<file path="config.mk">
export PLATFORM = sky130hd
export DESIGN_NAME = pmem_host_ctrl
export DESIGN_NICKNAME = d
export VERILOG_FILES = /design/src/rtl/pmem_host_ctrl.sv
export SDC_FILE = /design/constraint.sdc
export NUM_CORES = 1
export LEC_CHECK = 0
export ABC_AREA = 1
export ABC_CLOCK_PERIOD_IN_PS = 3370
export BUFFER_PORTS_ARGS = -buffer_cell sky130_fd_sc_hd__buf_4
export CORE_MARGIN = 2
export CORE_UTILIZATION = 55
export CTS_CLUSTER_SIZE = 40
export DETAILED_ROUTE_END_ITERATION = 8
export GPL_TIMING_DRIVEN = 0
export PLACE_DENSITY = 0.94
export REMOVE_ABC_BUFFERS = 1
export SETUP_SLACK_MARGIN = 0.15
export SLEW_MARGIN = 20
export SYNTH_ARGS = -nofsm -noshare
export SYNTH_HDL_FRONTEND = slang
export SYNTH_SLANG_ARGS = --single-unit
</file>
<file path="constraint.sdc">
create_clock -name clk -period 3.37 [get_ports clk]
set_clock_uncertainty 0.05 [all_clocks]
set_input_delay 0.8425 -clock clk [delete_from_list [all_inputs] [get_ports clk]]
set_output_delay 0.8425 -clock clk [all_outputs]
set_load 0.05 [all_outputs]
</file>
<file path="src/rtl/pmem_host_ctrl.sv">
module pmem_host_ctrl #(
  parameter int AW     = 17,
  parameter int DW     = 16,
  parameter int T_ACC  = 6,
  parameter int T_PAGE = 2,
  parameter int T_PRE  = 4,
  parameter int T_WP   = 3,
  parameter int T_SU   = 1
) (
  input  logic          clk,
  input  logic          rst_n,
  input  logic          req_valid,
  output logic          req_ready,
  input  logic          req_write,
  input  logic [AW-1:0] req_addr,
  input  logic [1:0]    req_len,
  input  logic [1:0]    req_bmask,
  input  logic [4*DW-1:0] req_wdata,
  output logic          rd_valid,
  output logic [DW-1:0] rd_data,
  output logic          mem_ce_n,
  output logic          mem_we_n,
  output logic          mem_oe_n,
  output logic          mem_ub_n,
  output logic          mem_lb_n,
  output logic [AW-1:0] mem_addr,
  output logic [DW-1:0] mem_dq_out,
  output logic          mem_dq_oe,
  input  logic [DW-1:0] mem_dq_in
);

  localparam int RW     = AW - 2;
  localparam int BW     = DW / 2;
  localparam int ACC_W  = (T_ACC > T_SU) ? T_ACC : T_SU;
  localparam int WP_EFF = (T_WP > T_SU) ? T_WP : T_SU;
  localparam int CW     = $clog2(ACC_W + T_PAGE + T_PRE + WP_EFF + 2);

  typedef enum logic [2:0] {S_IDLE, S_WSET, S_ACC, S_GAP, S_COL, S_PRE} st_t;

  st_t             st;
  logic [CW-1:0]   cnt;
  logic            wr, more;
  logic [RW-1:0]   row;
  logic [1:0]      col, idx, left, bm;
  logic [4*DW-1:0] wd;

  wire act   = (st == S_ACC) || (st == S_GAP) || (st == S_COL);
  wire xfer  = (st == S_ACC) || (st == S_COL);
  wire drive = act || (st == S_WSET);

  assign req_ready  = (st == S_IDLE);
  assign mem_ce_n   = ~act;
  assign mem_we_n   = ~(wr && (xfer || st == S_WSET));
  assign mem_oe_n   = ~(!wr && xfer);
  assign mem_dq_oe  = ~mem_we_n;
  assign mem_ub_n   = ~(bm[1] && drive);
  assign mem_lb_n   = ~(bm[0] && drive);
  assign mem_addr   = {row, col};
  assign mem_dq_out = wd[int'(idx)*DW +: DW];

  always_ff @(posedge clk) begin
    if (!rst_n) begin
      st <= S_IDLE; cnt <= '0; wr <= 1'b0; more <= 1'b0;
      row <= '0; col <= '0; idx <= '0; left <= '0; bm <= '0; wd <= '0;
      rd_valid <= 1'b0; rd_data <= '0;
    end else begin
      rd_valid <= 1'b0;
      case (st)
        S_IDLE: if (req_valid) begin
          wr   <= req_write;
          row  <= req_addr[AW-1:2];
          col  <= req_addr[1:0];
          idx  <= '0;
          left <= req_len;
          bm   <= req_bmask;
          wd   <= req_wdata;
          st   <= req_write ? S_WSET : S_ACC;
          cnt  <= CW'(T_ACC - 1);
        end
        S_WSET: begin
          st  <= S_ACC;
          cnt <= CW'(ACC_W - 1);
        end
        S_ACC, S_COL: begin
          if (cnt != '0) cnt <= cnt - 1'b1;
          else begin
            if (!wr) begin
              rd_valid <= 1'b1;
              rd_data  <= mem_dq_in & {{BW{bm[1]}}, {BW{bm[0]}}};
            end
            if (left == 2'd0) begin
              st <= S_PRE; more <= 1'b0; cnt <= CW'(T_PRE - 1);
            end else begin
              left <= left - 2'd1;
              idx  <= idx + 2'd1;
              if (col == 2'd3) begin
                row <= row + 1'b1; col <= 2'd0;
                st <= S_PRE; more <= 1'b1; cnt <= CW'(T_PRE - 1);
              end else begin
                col <= col + 2'd1;
                st  <= wr ? S_GAP : S_COL;
                cnt <= CW'(T_PAGE - 1);
              end
            end
          end
        end
        S_GAP: begin
          st  <= S_COL;
          cnt <= CW'(WP_EFF - 1);
        end
        S_PRE: begin
          if (cnt != '0) cnt <= cnt - 1'b1;
          else if (more) begin
            st  <= wr ? S_WSET : S_ACC;
            cnt <= CW'(T_ACC - 1);
          end else st <= S_IDLE;
        end
        default: st <= S_IDLE;
      endcase
    end
  end

  logic [CW-1:0] ce_hi;
  always_ff @(posedge clk) begin
    if (!rst_n) ce_hi <= CW'(T_PRE);
    else if (!mem_ce_n) ce_hi <= '0;
    else if (ce_hi < CW'(T_PRE)) ce_hi <= ce_hi + 1'b1;
  end

  assert_precharge_R4: assert property (@(posedge clk) disable iff (!rst_n)
    $fell(mem_ce_n) |-> ce_hi >= CW'(T_PRE));
  assert_row_held_R3: assert property (@(posedge clk) disable iff (!rst_n)
    (!mem_ce_n && $past(!mem_ce_n)) |-> $stable(mem_addr[AW-1:2]));
  assert_we_first_R6: assert property (@(posedge clk) disable iff (!rst_n)
    ($fell(mem_ce_n) && !mem_we_n) |-> $past(!mem_we_n));
  assert_no_contention_R6: assert property (@(posedge clk) disable iff (!rst_n)
    mem_dq_oe |-> (mem_oe_n && !mem_we_n));
  assert_oe_quiet_R6: assert property (@(posedge clk) disable iff (!rst_n)
    !mem_we_n |-> mem_oe_n);
  assert_data_stable_R8: assert property (@(posedge clk) disable iff (!rst_n)
    (!mem_we_n && $past(!mem_we_n)) |-> $stable(mem_dq_out));
  assert_accept_R10: assert property (@(posedge clk) disable iff (!rst_n)
    $fell(req_ready) |-> $past(req_valid));

endmodule

</file>
---- After elaboration in Yosys (flattened, before gate mapping) ----
Cells that the tools add are included.
word-level totals
  word-level logic and storage cells ...... 103
  output and inout bits ................... 57
  bits of input ports ..................... 105
  flip-flop bits (word level) ............. 114
cells by class
  shifts and indexed selects .............. 1
  bitwise gates (word level) .............. 10
  equal/unequal tests ..................... 12
  reduce and logical (&&, ||, !) cells .... 25
  add/subtract/negate cells ............... 5
  multiplexer cells ....................... 38
operators with widths
  operator                                                               number
  64-bit by 7-bit indexed part select with 16-bit output                 1
  15-bit 2-to-1 mux                                                      4
  2-bit 2-to-1 mux                                                       15
  15-bit case mux with 2 select lines                                    1
  5-bit case mux with 5 select lines                                     1
  5-bit 2-to-1 mux                                                       4
  3-bit 2-to-1 mux                                                       6
  16-bit bitwise AND                                                     1
  15-bit by 1-bit adder with 15-bit output, second input constant        1
  3-bit case mux with 5 select lines                                     1
  2-bit case mux with 2 select lines                                     3
  3-bit AND reduction                                                    4
  2-bit != test, second input constant                                   5
  5-bit nonzero test                                                     2
  1-bit NOT                                                              9
  3-bit by 2-bit equality test with 1-bit output, second input constant  2
  3-bit equality test, second input constant                             2
  1-bit logical OR                                                       5
  5-bit AND reduction                                                    1
  5-bit by 1-bit subtractor with 5-bit output, second input constant     1
  2-bit by 1-bit adder with 2-bit output, second input constant          2
  1-bit logical AND                                                      4
  4-bit AND reduction                                                    1
  2-bit nonzero test                                                     2
  other kinds (11)                                                       13

---- Longest topological paths before layout ----
  depth after elaboration ................. 6
  depth in mapped cells ................... 11
  depth with buffers taken out ............ 11

---- Worst setup path before layout ----
No wires, ideal clock.
  path kind ............................... register to output
  start ................................... register st[1]
  end ..................................... output mem_we_n
  stages on the path, launching flop included .. 8
  path slack .............................. 0.256 ns
  arrival ................................. 2.221 ns
  required time ........................... 2.477 ns
  path through ............................ dfxtp_1 inv_2 nand2_2 nand3_2 buf_2 buf_2 a21oi_1 inv_1
on the way
  longest elaborated chain between the ends .. 5
  elaborated cells between the ends (all ways) .. 7
  those cells by class .................... 3 x eq/ne; 1 x bitwise; 3 x reduce/logical
RTL lines
  item                                                                                          RTL line  RTL
  start: declaration                                                                            40        st_t st;
  start signal: assignment                                                                      77        st <= req_write ? S_WSET : S_ACC;
  start signal: assignment                                                                      101       st <= wr ? S_GAP : S_COL;
  start signal: assignment                                                                      114       st <= wr ? S_WSET : S_ACC;
  3-bit by 2-bit equality test with 1-bit output / 3-bit equality test (equally long branches)  48        wire xfer = (st == S_ACC) || (st == S_COL);
  1-bit logical OR                                                                              48
  1-bit logical OR (*)                                                                          53        assign mem_we_n = ~(wr && (xfer || st == S_WSET));
  1-bit logical AND (*)                                                                         53
  net mem_dq_oe                                                                                 28        output logic mem_dq_oe,
  1-bit NOT (*)                                                                                 53
  end: declaration                                                                              22        output logic mem_we_n,
The timed path passes the listed nets; every way through them passes the cells marked *.

---- Final worst setup path ----
  start ................................... register st[2]
  end ..................................... output mem_ub_n
on the way
  longest elaborated chain between the ends .. 6
  elaborated cells between the ends (all ways) .. 9
  those cells by class .................... 4 x eq/ne; 1 x bitwise; 4 x reduce/logical
RTL lines
  item                                            RTL line  RTL
  3-bit by 2-bit equality test with 1-bit output  47        wire act = (st == S_ACC) || (st == S_GAP) || (st == S_COL);
  1-bit logical OR (2 in a row)                   47
  1-bit logical OR (*)                            49        wire drive = act || (st == S_WSET);
  1-bit logical AND (*)                           56        assign mem_ub_n = ~(bm[1] && drive);
  1-bit NOT (*)                                   56
  end: declaration                                24        output logic mem_ub_n,
Mark *: on every way between the ends. The rest lies on a longest branch, timed or not.

==> metrics <==
I/O Buffers 161; clk_lat worst skew 0.53 ns; Max H-tree Level 4; DR pass1 iterations 9; Syn. warnings 0; vias per inst 5.880; largest cells by area after synthesis dfxtp_1 (43%), nor2_1 (13%), o21ai_0 (12%); die width 102.1 µm; detailed placer's ending HPWL 9599 µm; post-layout min period 3.106 ns; DR WL/cell 16.34 µm; FF-to-FF Start st[2]$_SDFFE_PN0P_; run status complete, no violations; leading area contributor after synthesis dfxtp_1; Relative slew margins 42.58%; Hold/Removal Path Class reg -> reg; drt drc 0; Area Overhead vs Synth 35.67%; worst hold slack 0.4321 ns; cell count after synthesis 781; Critical Path Source st[2]$_SDFFE_PN0P_; final slew viol count 0; DR iter-0 viols 795; # clock sinks 114; endpoint class of the critical path output port; vias in the first global route 5746; top-area cell type share of the netlist area 43.11%; fmax 321.9 MHz; worst path arrival time 2.21 ns; antenna cells 0; final hold viol count 0; min-delay src rd_data[14]$_SDFFE_PN0P_; Yosys reg bits 114; first-pass GRT wire length 27120 µm; GRT Total Usage 32.98%; Die Area 10430 µm²; io pins 162; CTS Buf Count 17; Layout fillers 634; leakage 3.292 nW; PwrDens 1011 nW/µm²; # rows 35; kind of critical path reg -> out; Die Span Y 102.1 µm; largest net degree at the start of global routing 99; initial antenna violation count 0; share of cells above drive strength 1 24.33%; Startpoint Class flop; number of setup violations in the final report 0; Vias 6268; clk slew on worst S/H paths 0.06 ns; Worst Path Required 2.48 ns; Sum Neg Setup Slack 0 ns; mean post-synth cell area 6.778 µm²; Final Cycle Share 92.18%; Tightest Pin Transition 0.8613 ns; CP Max Fanout 23; Initial Util 57.02%; VDD IR max 0.5009 mV; CORE AREA 9284 µm²; Yosys cell types 34; part of the Yosys area used for sequential elements 43.11%; WL final 17420 µm; Placer Congestion 0.8761; Max-Cap Viols 0; fin nets 1035; CTS tree yes; clock root cell clkbuf_8; Final ANT Viol Nets 0; Synth Cell Area 5294 µm²; Remaining Overflow, GRT 0; clk buf depth 2; RSZ-0062 raised after global routing no
## kinds of logic after synthesis
family	count (synthesis)	share of synthesized area, %
flip-flops	114	43.11
XOR/XNOR	4	0.6619
AO/OA/AOI/OAI	189	18.32
adder cells (fa/ha/maj)	4	0.9454
AND/OR/NAND/NOR	381	30.11
buffers and inverters	89	6.854
## worst paths after layout
kind / endpoint / slack (ns) / cells after the start
hold reg to reg: rd_data[14]$_SDFFE_PN0P_ / 0.43 / 2
setup reg to reg: wd[26]$_SDFFE_PN0P_ / 1.34 / 9
hold / removal: rd_data[14]$_SDFFE_PN0P_ / 0.43 / 2
setup / recovery: mem_ub_n / 0.26 / 7
## state kept, by name, indices dropped and copies added (netlist names), 2 cells and up
register,flops
st,3
cnt,5
row,15
wd,64
rd_data,16
left,2
idx,2
col,2
bm,2
## repair_timing
| item | CTS | global route |
|---|---|---|
| cloned | 1 | 1 |
| resized for setup | 6 | 2 |
| hold buffers | 0 | 0 |
| setup endpoints to repair | 20 | 4 |
| buffers inserted | 4 | 3 |
| pin swaps | 0 | 1 |
## critical path: stages, from the launching register on
cell	delay, ns
dfxtp_1	0.38
nand2_1	0.22
nand3_4	0.19
inv_6	0.11
nor2_1	0.26
nand2_1	0.19
nand2_1	0.12
buf_4	0.21
## layout by cell type, fill, tap and decap left out, types with 5 or more instances in the layout
cell type	n
a21oi_1	31
buf_4	168
clkbuf_16	16
clkinvlp_4	5
dfxtp_1	112
inv_1	34
inv_2	5
nand2_1	126
nand3_1	43
nand4_1	5
nor2_1	187
o21ai_0	130
o21ai_1	10
o22ai_1	16
## cell usage after synthesis (all sizes together)
library cell / n
dfxtp: 114
nand3b: 1
a31oi: 1
xnor2: 1
a21oi: 31
nor2: 193
nand4: 7
ha: 4
nor3b: 1
o22ai: 16
nand3: 46
xor2: 3
clkinv: 1
buf: 19
nand2: 131
a211oi: 1
nor3: 1
o21ai: 140
or2: 1
clkbuf: 28
inv: 41
## where the power goes
group	switching, mW	total, mW	internal (mW)	leakage (nW)
registers	0.348	2.08	1.74	0.938
logic	2.44	3.47	1.03	2.08
clock network	0.624	1.70	1.08	0.268
total	3.41	7.26	3.85	3.29
## through the flow
stage	setup slack, ns	cell area, µm²	total power, mW	instances	utilization (%)
3_3_place_gp	-0.5011	6459	5.116	1024	69.57
2_1_floorplan	0.2241	5089	4.227	734	-
6_report	0.2637	7182	7.259	1066	77.36
4_1_cts	0.1544	7146	7.071	1062	76.97
3_5_place_dp	-0.06473	6534	5.246	1027	70.38
5_1_grt	0.1275	7182	7.624	1066	77.36
## cell type report
class	instances	area, µm²	share of cell area, %
well taps	129	161.4	2.247
multi-input cells	579	2666	37.13
inverters	42	166.4	2.317
repair inverters	1	7.507	0.1045
repair buffers	171	1336	18.61
clock inverters	10	111.4	1.551
clock buffers	20	445.4	6.202
flip-flops and latches	114	2287	31.85
## layer usage
metal | vias to the layer above | track usage [%] | part of all wire, %
met2 | 481 | 53.19 | 46
met3 | 115 | 8.618 | 10
li1 | 2846 | - | -
met4 | 0 | 18.77 | 6.2
met5 | - | 0 | 0
met1 | 2826 | 40.02 | 37
(Power assumes the default switching activity.)
